### src/rtl/sector_lock_unit.sv
module sector_lock_unit #(
  parameter int ADDR_W = 22,
  parameter int SECT_W = 16,
  parameter int GRP_LOG = 2,
  parameter logic [7:0] MFR_CODE = 8'h01,
  parameter logic [7:0] DEV_CODE = 8'h41
) (
  input  logic                               clk,
  input  logic                               rst_n,
  input  logic                               id_mode,
  input  logic                               rd_en,
  input  logic [ADDR_W-1:0]                  rd_addr,
  output logic                               rd_valid,
  output logic [7:0]                         rd_data,
  input  logic [ADDR_W-1:0]                  chk_addr,
  output logic                               chk_allow,
  input  logic [(1<<(ADDR_W-SECT_W))-1:0]    erase_sel,
  output logic [(1<<(ADDR_W-SECT_W))-1:0]    erase_ok,
  input  logic                               lock_we,
  input  logic [ADDR_W-SECT_W-GRP_LOG-1:0]   lock_grp,
  input  logic                               lock_val,
  input  logic                               hv_unlock
);
  localparam int SIDX_W = ADDR_W - SECT_W;
  localparam int NSECT  = 1 << SIDX_W;
  localparam int GIDX_W = SIDX_W - GRP_LOG;
  localparam int NGRP   = 1 << GIDX_W;

  logic [NGRP-1:0] lock_q;
  logic [GIDX_W-1:0] chk_grp, rd_grp;
  logic [2:0] sel;
  logic [7:0] code;

  always_ff @(posedge clk or negedge rst_n)
    if (!rst_n) lock_q <= '0;
    else if (lock_we) lock_q[lock_grp] <= lock_val;

  assign chk_grp   = chk_addr[ADDR_W-1 -: GIDX_W];
  assign chk_allow = hv_unlock | ~lock_q[chk_grp];

  for (genvar s = 0; s < NSECT; s++) begin : g_sect
    assign erase_ok[s] = erase_sel[s] & (hv_unlock | ~lock_q[s >> GRP_LOG]);
  end

  assign rd_grp = rd_addr[ADDR_W-1 -: GIDX_W];
  assign sel    = {rd_addr[6], rd_addr[1], rd_addr[0]};

  always_comb
    case (sel)
      3'b000:  code = MFR_CODE;
      3'b001:  code = DEV_CODE;
      3'b010:  code = {7'd0, lock_q[rd_grp]};
      default: code = 8'h00;
    endcase

  always_ff @(posedge clk or negedge rst_n)
    if (!rst_n) begin
      rd_valid <= 1'b0;
      rd_data  <= 8'h00;
    end else begin
      rd_valid <= rd_en & id_mode;
      rd_data  <= (rd_en & id_mode) ? code : 8'h00;
    end

  logic unused_ok;
  assign unused_ok = ^{rd_addr[ADDR_W-GIDX_W-1:7], rd_addr[5:2], chk_addr[ADDR_W-GIDX_W-1:0]};
endmodule


### config.mk
export PLATFORM = sky130hd
export DESIGN_NAME = sector_lock_unit
export DESIGN_NICKNAME = d
export VERILOG_FILES = /design/src/rtl/sector_lock_unit.sv
export SDC_FILE = /design/constraint.sdc
export NUM_CORES = 1
export LEC_CHECK = 0
export ABC_AREA = 1
export ABC_CLOCK_PERIOD_IN_PS = 1050
export BUFFER_PORTS_ARGS = -buffer_cell sky130_fd_sc_hd__buf_2
export CAP_MARGIN = 5
export CORE_MARGIN = 2
export CORE_UTILIZATION = 31
export CTS_CLUSTER_DIAMETER = 60
export DETAILED_ROUTE_END_ITERATION = 10
export PLACE_DENSITY = 0.84
export SLEW_MARGIN = 15
export SYNTH_ARGS = -nofsm -noshare
export SYNTH_HDL_FRONTEND = slang
export SYNTH_SLANG_ARGS = --single-unit
### constraint.sdc
create_clock -name clk -period 1.05 [get_ports clk]
set_input_delay 0.21 -clock clk [delete_from_list [all_inputs] [get_ports clk]]
set_output_delay 0.21 -clock clk [all_outputs]
set_load 0.05 [all_outputs]
==> reports/qor.csv, run 1 <==
stage,metric,value,unit
cts,root buffer cell,clkbuf_8,
cts,buffer depth of the longest clock path,2,
worst_setup_path,Worst EP required,0.84,ns
pwr,Seq pwr share,0.185,
synthesis,post-synthesis simple-gate area fraction,0.186,
sta,Final Slew Violations,0,
synthesis,warnings from Yosys,0,
placement,PortBufs,153,
drt,routed vias,2859,
sta,Final Hold Vio Count,0,
grt,grt ovf,0,
sta,Setup Viol. Count Final,66,
grt,first-pass GRT wire length,14200,um
cts,Num CTS Buffers,3,
sta,final setup TNS,-21.69,ns
synthesis,Synth Register Bits,19,
synthesis,"Cell Area, Synth",1700,um2
cells_and_area,antenna cells,0,
drt,WL/cell,20.4,um
cts,TritonCTS clock tree,yes,
drt,First DRT Iteration DRCs,202,
synthesis,Synth area leaders,"a21boi_0, dfrtp_1, nand2_1",
worst_setup_path,"Arr. time, crit path",1.59,ns
worst_setup_path,crit path capture,chk_allow,
die,IO Pins,193,
synthesis,Synth area leader,a21boi_0,
die,Die Ht,78.1,um
drt,vias per cell,5.72,
synthesis,mux cell area share after synthesis,0,
cells_and_area,Final Core Density,0.813,
cells_and_area,nets@finish,550,
die,Starting Density,0.327,
pwr,maximum vdd drop,0.000665,V
worst_setup_path,startpoint types,primary input,
drt,drt first pass iters,6,
grt,GRT Total Usage,0.295,
cts,Worst-path clk slew,0.08,ns
cts,clk sinks,19,
cts,Worst-Skew Late Latency,0.26,ns
cells_and_area,share of layout cells above drive strength 1,0.723,
drt,Routed Antenna Nets,0,
synthesis,Synth Area in Adders,0,
placement,dpl hpwl,5830,um
pwr,pwr/cell area,1370,nW/um2
worst_setup_path,crit path capture type,primary output,
cells_and_area,Fillers,259,
synthesis,Synth top area share,0.282,
run_status,status,"complete, but fails checks",
synthesis,main combinational cell family by area after synthesis,compound AO/OA/AOI/OAI gates,
worst_setup_path,CP Class,primary input to primary output,
drt,Remaining DRCs,0,
worst_setup_path,FF-to-FF End,rd_data[0],
grt,initial antenna violation count,1,
worst_setup_path,CP max FO,11,
sta,final worst setup slack,-0.746,ns
pwr,internal power,2.83,mW
sta,RSZ-0062 raised after global routing,true,
cts,H-tree depth,1,
cells_and_area,multi-input logic area,1840,um2
placement,Post-Place Worst Slack,-0.507,ns
worst_hold_path,worst hold path class,primary input to register,
cells_and_area,area growth from synthesis to layout,148,%
synthesis,synth unique cells,19,
worst_setup_path,reg2reg start,lock_q[0],
placement,gpl congestion,0.924,
synthesis,Synth Area in Compound Gates,0.408,
grt,largest net degree at the start of global routing,20,
synthesis,Syn Inst Count,243,
worst_setup_path,Worst Setup SP,chk_addr[18],
sta,post-layout min period,1.80,ns
cells_and_area,non-filler instance count after layout,500,
grt,vias in the first global route,2754,
pwr,static leakage,2.17,nW
sta,period utilization,1.71,
pwr,Clock power frac,0.094,
synthesis,"Avg Cell Area, Syn",7.01,um2
sta,clock skew,0.000825,ns
pwr,Net Sw Frac,0.510,
die,std cell rows,26,
pwr,Combinational Power Share,0.722,
synthesis,sequential share of the synthesized area,0.279,
pwr,P_sw,2.94,mW
die,DIE AREA,6110,um2
die,core area,5200,um2
worst_setup_path,Worst R2R Setup Slack,-0.39,ns
job,max_cap viols,0,
drt,final wirelength,10200,um
placement,# placed instances,488,
synthesis,xor/xnor share of the synthesized area,0,
cells_and_area,Sequential Area,493,um2
die,die width,78.1,um
worst_setup_path,R2R depth,10,
run_status,failing checks,setup timing,
sta,Max Fclk,557,MHz
[logic make-up after synthesis]
logic type             count (synthesis)
AO/OA/AOI/OAI                        105
buffers and inverters                 49
flip-flops                            19
other                                  1
AND/OR/NAND/NOR                       69
[registers in the layout, indices dropped and copies added, names as in the netlist]
signal,flops
lock_q,16
rd_data,2
rd_valid,1
[per-layer routing]
metal,global-route usage,wire length (um)
met2,0.575,5210
met1,0.303,3360
met4,0.132,654
met3,0.0517,987
met5,0,0
[cells in the mapped netlist (all sizes together)]
| master | n |
|---|---|
| inv | 33 |
| a21boi | 64 |
| nand2 | 33 |
| buf | 9 |
| clkinv | 1 |
| nand3 | 19 |
| nor3 | 4 |
| conb | 1 |
| o21ai | 16 |
| or2 | 1 |
| a21oi | 17 |
| nand3b | 1 |
| a31oi | 8 |
| dfrtp | 19 |
| clkbuf | 6 |
| nor2 | 11 |
[repair_timing]
action                                 4_1_cts  5_1_grt
hold buffers                                 1        0
setup endpoints to repair                   69       68
resized for setup                          164       38
endpoints found under the hold margin       19        0
setup buffers                                8       11
pin swaps                                   39       18
[cell usage in the layout (no fill, tap or decap), types with 11 or more instances in the layout]
master     n
buf_2     85
buf_6     76
a21boi_4  63
nand2_1   29
buf_4     21
inv_1     19
dfrtp_2   14
inv_2     13
nand3_1   11
a21oi_1   11
[critical path, cell delays in order]
cell and delay [ns]:
buf_2 0.24, inv_1 0.23, a21oi_1 0.23, o21ai_0 0.13, nand3_1 0.15, nand3_2 0.10, nand2_2 0.10, nand2_4 0.05
buf_8 0.14
[worst min-delay path by stage]
| stage | start | to | slack, ns | depth (start not counted) |
|---|---|---|---|---|
| 2_1_floorplan | rst_n | lock_q[0] | -0.09 | 0 |
| 3_3_place_gp | rst_n | rd_data[6] | 0.17 | 1 |
| 3_5_place_dp | rst_n | rd_data[0] | 0.18 | 1 |
| 4_1_cts | rd_addr[1] | rd_data[6] | 0.11 | 2 |
| 5_1_grt | rd_addr[1] | rd_data[6] | 0.12 | 2 |
| 6_report | rd_addr[1] | rd_data[6] | 0.11 | 2 |
[layout make-up]
cell class,instances,area share
well taps,70,0.0207
clock inverters,1,0.00118
clock buffers,3,0.00976
inverters,34,0.0331
multi-input cells,180,0.435
repair buffers,193,0.384
flip-flops and latches,19,0.117
[power groups by stage]
stage	registers, mW	clock network (mW)	logic (mW)
final	1.07	0.540	4.17
after detailed placement	1.02	0	3.30
after CTS	1.04	0.525	3.94
after global routing	1.08	0.557	4.31
after floorplan	1.42	0	2.06
after global placement	1.00	0	3.23
[metrics by stage]
step,total power [mW],instance area (um2),hold slack (ns)
finish,5.78,4230,0.113
global placement,4.23,3520,0.170
floorplan,3.49,2590,-0.0856
detailed placement,4.32,3520,0.175
CTS,5.50,4160,0.111
global route,5.94,4230,0.124
Note: power is estimated with default switching activity, not from simulation.
==> run 2: changes to the inputs <==
HOLD_SLACK_MARGIN = 0.15   (was not set)
==> run 2 against run 1 <==
  * The run still ends with setup timing left
  * Setup slack improved by 0.077 ns
  * Routed wire length fell by 3.9%
  * Clock power barely moved
  * Design area rose by 0.47%
  * Global-route usage rose by 0.097 points
  * Non-clock buffer count rose by 2
  * Register-to-register slack improved by 0.07 ns
  * Core utilization rose by 0.38 points
==> reports/qor.csv, run 2 (synthesized netlist as in run 1, its figures left out) <==
stage,metric,value,unit,change
worst_setup_path,Worst R2R Setup Slack,-0.32,ns,+0.07 ns
grt,vias in the first global route,2776,,+0.80%
placement,Area after DPL,3520,um2,unchanged
run_status,failing checks,setup timing,,
cells_and_area,post-route cell area,4250,um2,+0.47%
job,max_cap viols,0,,unchanged
die,std cell rows,26,,unchanged
sta,Setup Viol. Count Final,66,,unchanged
cts,clk sinks,19,,unchanged
grt,grt ovf,0,,unchanged
worst_setup_path,Worst path max stage delay,0.42,ns,+0.18 ns
cts,Num CTS Buffers,3,,unchanged
worst_hold_path,hold path depth,3,,+1
cells_and_area,Fillers,257,,-0.77%
worst_setup_path,R2R depth,10,,unchanged
sta,final worst setup slack,-0.668,ns,+0.0774 ns
worst_setup_path,startpoint types,register,,
sta,Hold WS,0.184,ns,+0.0715 ns
cts,root buffer cell,clkbuf_8,,
grt,largest net degree at the start of global routing,20,,unchanged
cells_and_area,area growth from synthesis to layout,149,%,
drt,WL/cell,19.5,um,-4.3%
cells_and_area,most frequent cells in the layout,"buf_2, buf_6, a21boi_4, nand2_1, buf_4",,
cts,TritonCTS clock tree,yes,,
pwr,static leakage,2.17,nW,+0.28%
worst_setup_path,crit path cell chain,inv_2 -> a21oi_2 -> o21ai_1 -> nand3_1 -> nand3b_1 -> nand2_2 -> nand2_4 -> buf_8,,
placement,gpl congestion,0.924,,unchanged
cells_and_area,max reg flops,16,,unchanged
cts,Worst-Skew Late Latency,0.27,ns,about the same
cts,H-tree depth,1,,unchanged
die,die width,78.1,um,unchanged
worst_hold_path,hold path startpoint,rd_addr[6],,
worst_hold_path,worst hold path class,primary input to register,,
die,DIE AREA,6110,um2,unchanged
placement,Post-Place Worst Slack,-0.507,ns,unchanged
grt,first-pass GRT wire length,14300,um,+0.34%
worst_setup_path,CP Class,register to primary output,,
drt,vias per cell,5.43,,-5.1%
die,Die Ht,78.1,um,unchanged
sta,final setup TNS,-21.37,ns,+0.323 ns
die,IO Pins,193,,unchanged
grt,initial antenna violation count,1,,unchanged
run_status,status,"complete, but fails checks",,
drt,final wirelength,9810,um,-3.9%
worst_setup_path,crit path capture type,primary output,,
cells_and_area,antenna cells,0,,unchanged
drt,Routed Antenna Nets,0,,unchanged
worst_hold_path,Hold Path End,rd_data[0],,
grt,GRT Total Usage,0.296,,+0.000973
cells_and_area,share of layout cells above drive strength 1,0.720,,-0.00335
die,Starting Density,0.327,,unchanged
die,core area,5200,um2,unchanged
drt,First DRT Iteration DRCs,269,,+33%
cells_and_area,"commonest non-fill, non-tap cell in the layout",buf_2,,
cts,Worst-path clk slew,0.08,ns,about the same
worst_setup_path,Worst path slowest cell,dfrtp_2,,
worst_setup_path,"Arr. time, crit path",1.51,ns,-0.08 ns
sta,post-layout min period,1.72,ns,-0.0774 ns
cells_and_area,Largest regs,"lock_q x16, rd_data x2, rd_valid x1",,
sta,clock skew,0.00409,ns,+0.00326 ns
sta,RSZ-0062 raised after global routing,true,,
cts,buffer depth of the longest clock path,2,,unchanged
worst_setup_path,reg2reg start,lock_q[3],,
sta,period utilization,1.64,,-0.0737
worst_setup_path,CP max FO,2,,-9
cells_and_area,Largest Register,lock_q,,
drt,drt first pass iters,5,,-1
cells_and_area,nets@finish,552,,+0.36%
pwr,pwr/cell area,1350,nW/um2,-1.3%
placement,dpl hpwl,5830,um,unchanged
pwr,maximum vdd drop,0.000627,V,-5.8%
sta,Final Hold Vio Count,0,,unchanged
sta,Max Fclk,582,MHz,+4.5%
drt,routed vias,2725,,-4.7%
drt,Remaining DRCs,0,,unchanged
sta,Final Slew Violations,0,,unchanged
worst_setup_path,FF-to-FF End,rd_data[0],,
placement,PortBufs,153,,unchanged
worst_setup_path,Worst EP required,0.84,ns,about the same
==> run 2: area by class of cell <==
cell class,instances,area (um2),share of cell area
tap,70,87.6,0.0206
timing repair buffer,195,1640,0.387
inverter,34,140,0.0330
sequential,19,493,0.116
clock buffer,3,41.3,0.00971
multi-input combinational,180,1840,0.433
clock inverter,1,5.00,0.00118
==> run 2: what timing repair did <==
item                       4_1_cts  5_1_grt
gates resized for setup        164       36
hold buffers                     3        0
setup buffers                    8       11
pin swaps                       39       16
hold endpoints to repair        22        0
setup endpoints to repair       69       70
==> run 2: power breakdown <==
part | switching, mW | internal [mW]
clock network | 0.277 | 0.265
registers | 0.147 | 0.904
logic | 2.48 | 1.66
==> run 2: through the flow <==
| stage | power (mW) | utilization | cells |
|---|---|---|---|
| finish | 5.73 | 0.817 | 502 |
| global route | 5.93 | 0.817 | 502 |
| CTS | 5.50 | 0.804 | 503 |
| detailed placement | 4.32 | 0.677 | 488 |
| global placement | 4.23 | 0.677 | 488 |
| floorplan | 3.49 | - | 248 |
==> run 2: worst max-delay path by stage <==
| stage | endpoint | cells past startpoint | startpoint | slack [ns] |
|---|---|---|---|---|
| finish | chk_allow | 8 | lock_q[1] | -0.67 |
| global route | chk_allow | 8 | lock_q[14] | -0.72 |
| CTS | chk_allow | 8 | lock_q[5] | -0.53 |
| detailed placement | chk_allow | 8 | chk_addr[18] | -0.51 |
| global placement | chk_allow | 9 | chk_addr[18] | -0.36 |
| floorplan | chk_allow | 7 | lock_q[9] | -0.23 |
==> run 2: critical path, delay by kind of cell (launching register included) <==
kind,cells,cell delay (ns)
AO/OA/AOI/OAI,2,0.21
buffers and inverters,2,0.22
flip-flops,1,0.42
AND/OR/NAND/NOR,4,0.39
==> run 2: layer usage <==
layer,part of all wire,track usage,vias up
met1,0.33,0.305,1261
met2,0.52,0.580,219
met3,0.093,0.0506,48
met5,0,0,-
li1,-,-,1197
met4,0.054,0.125,0
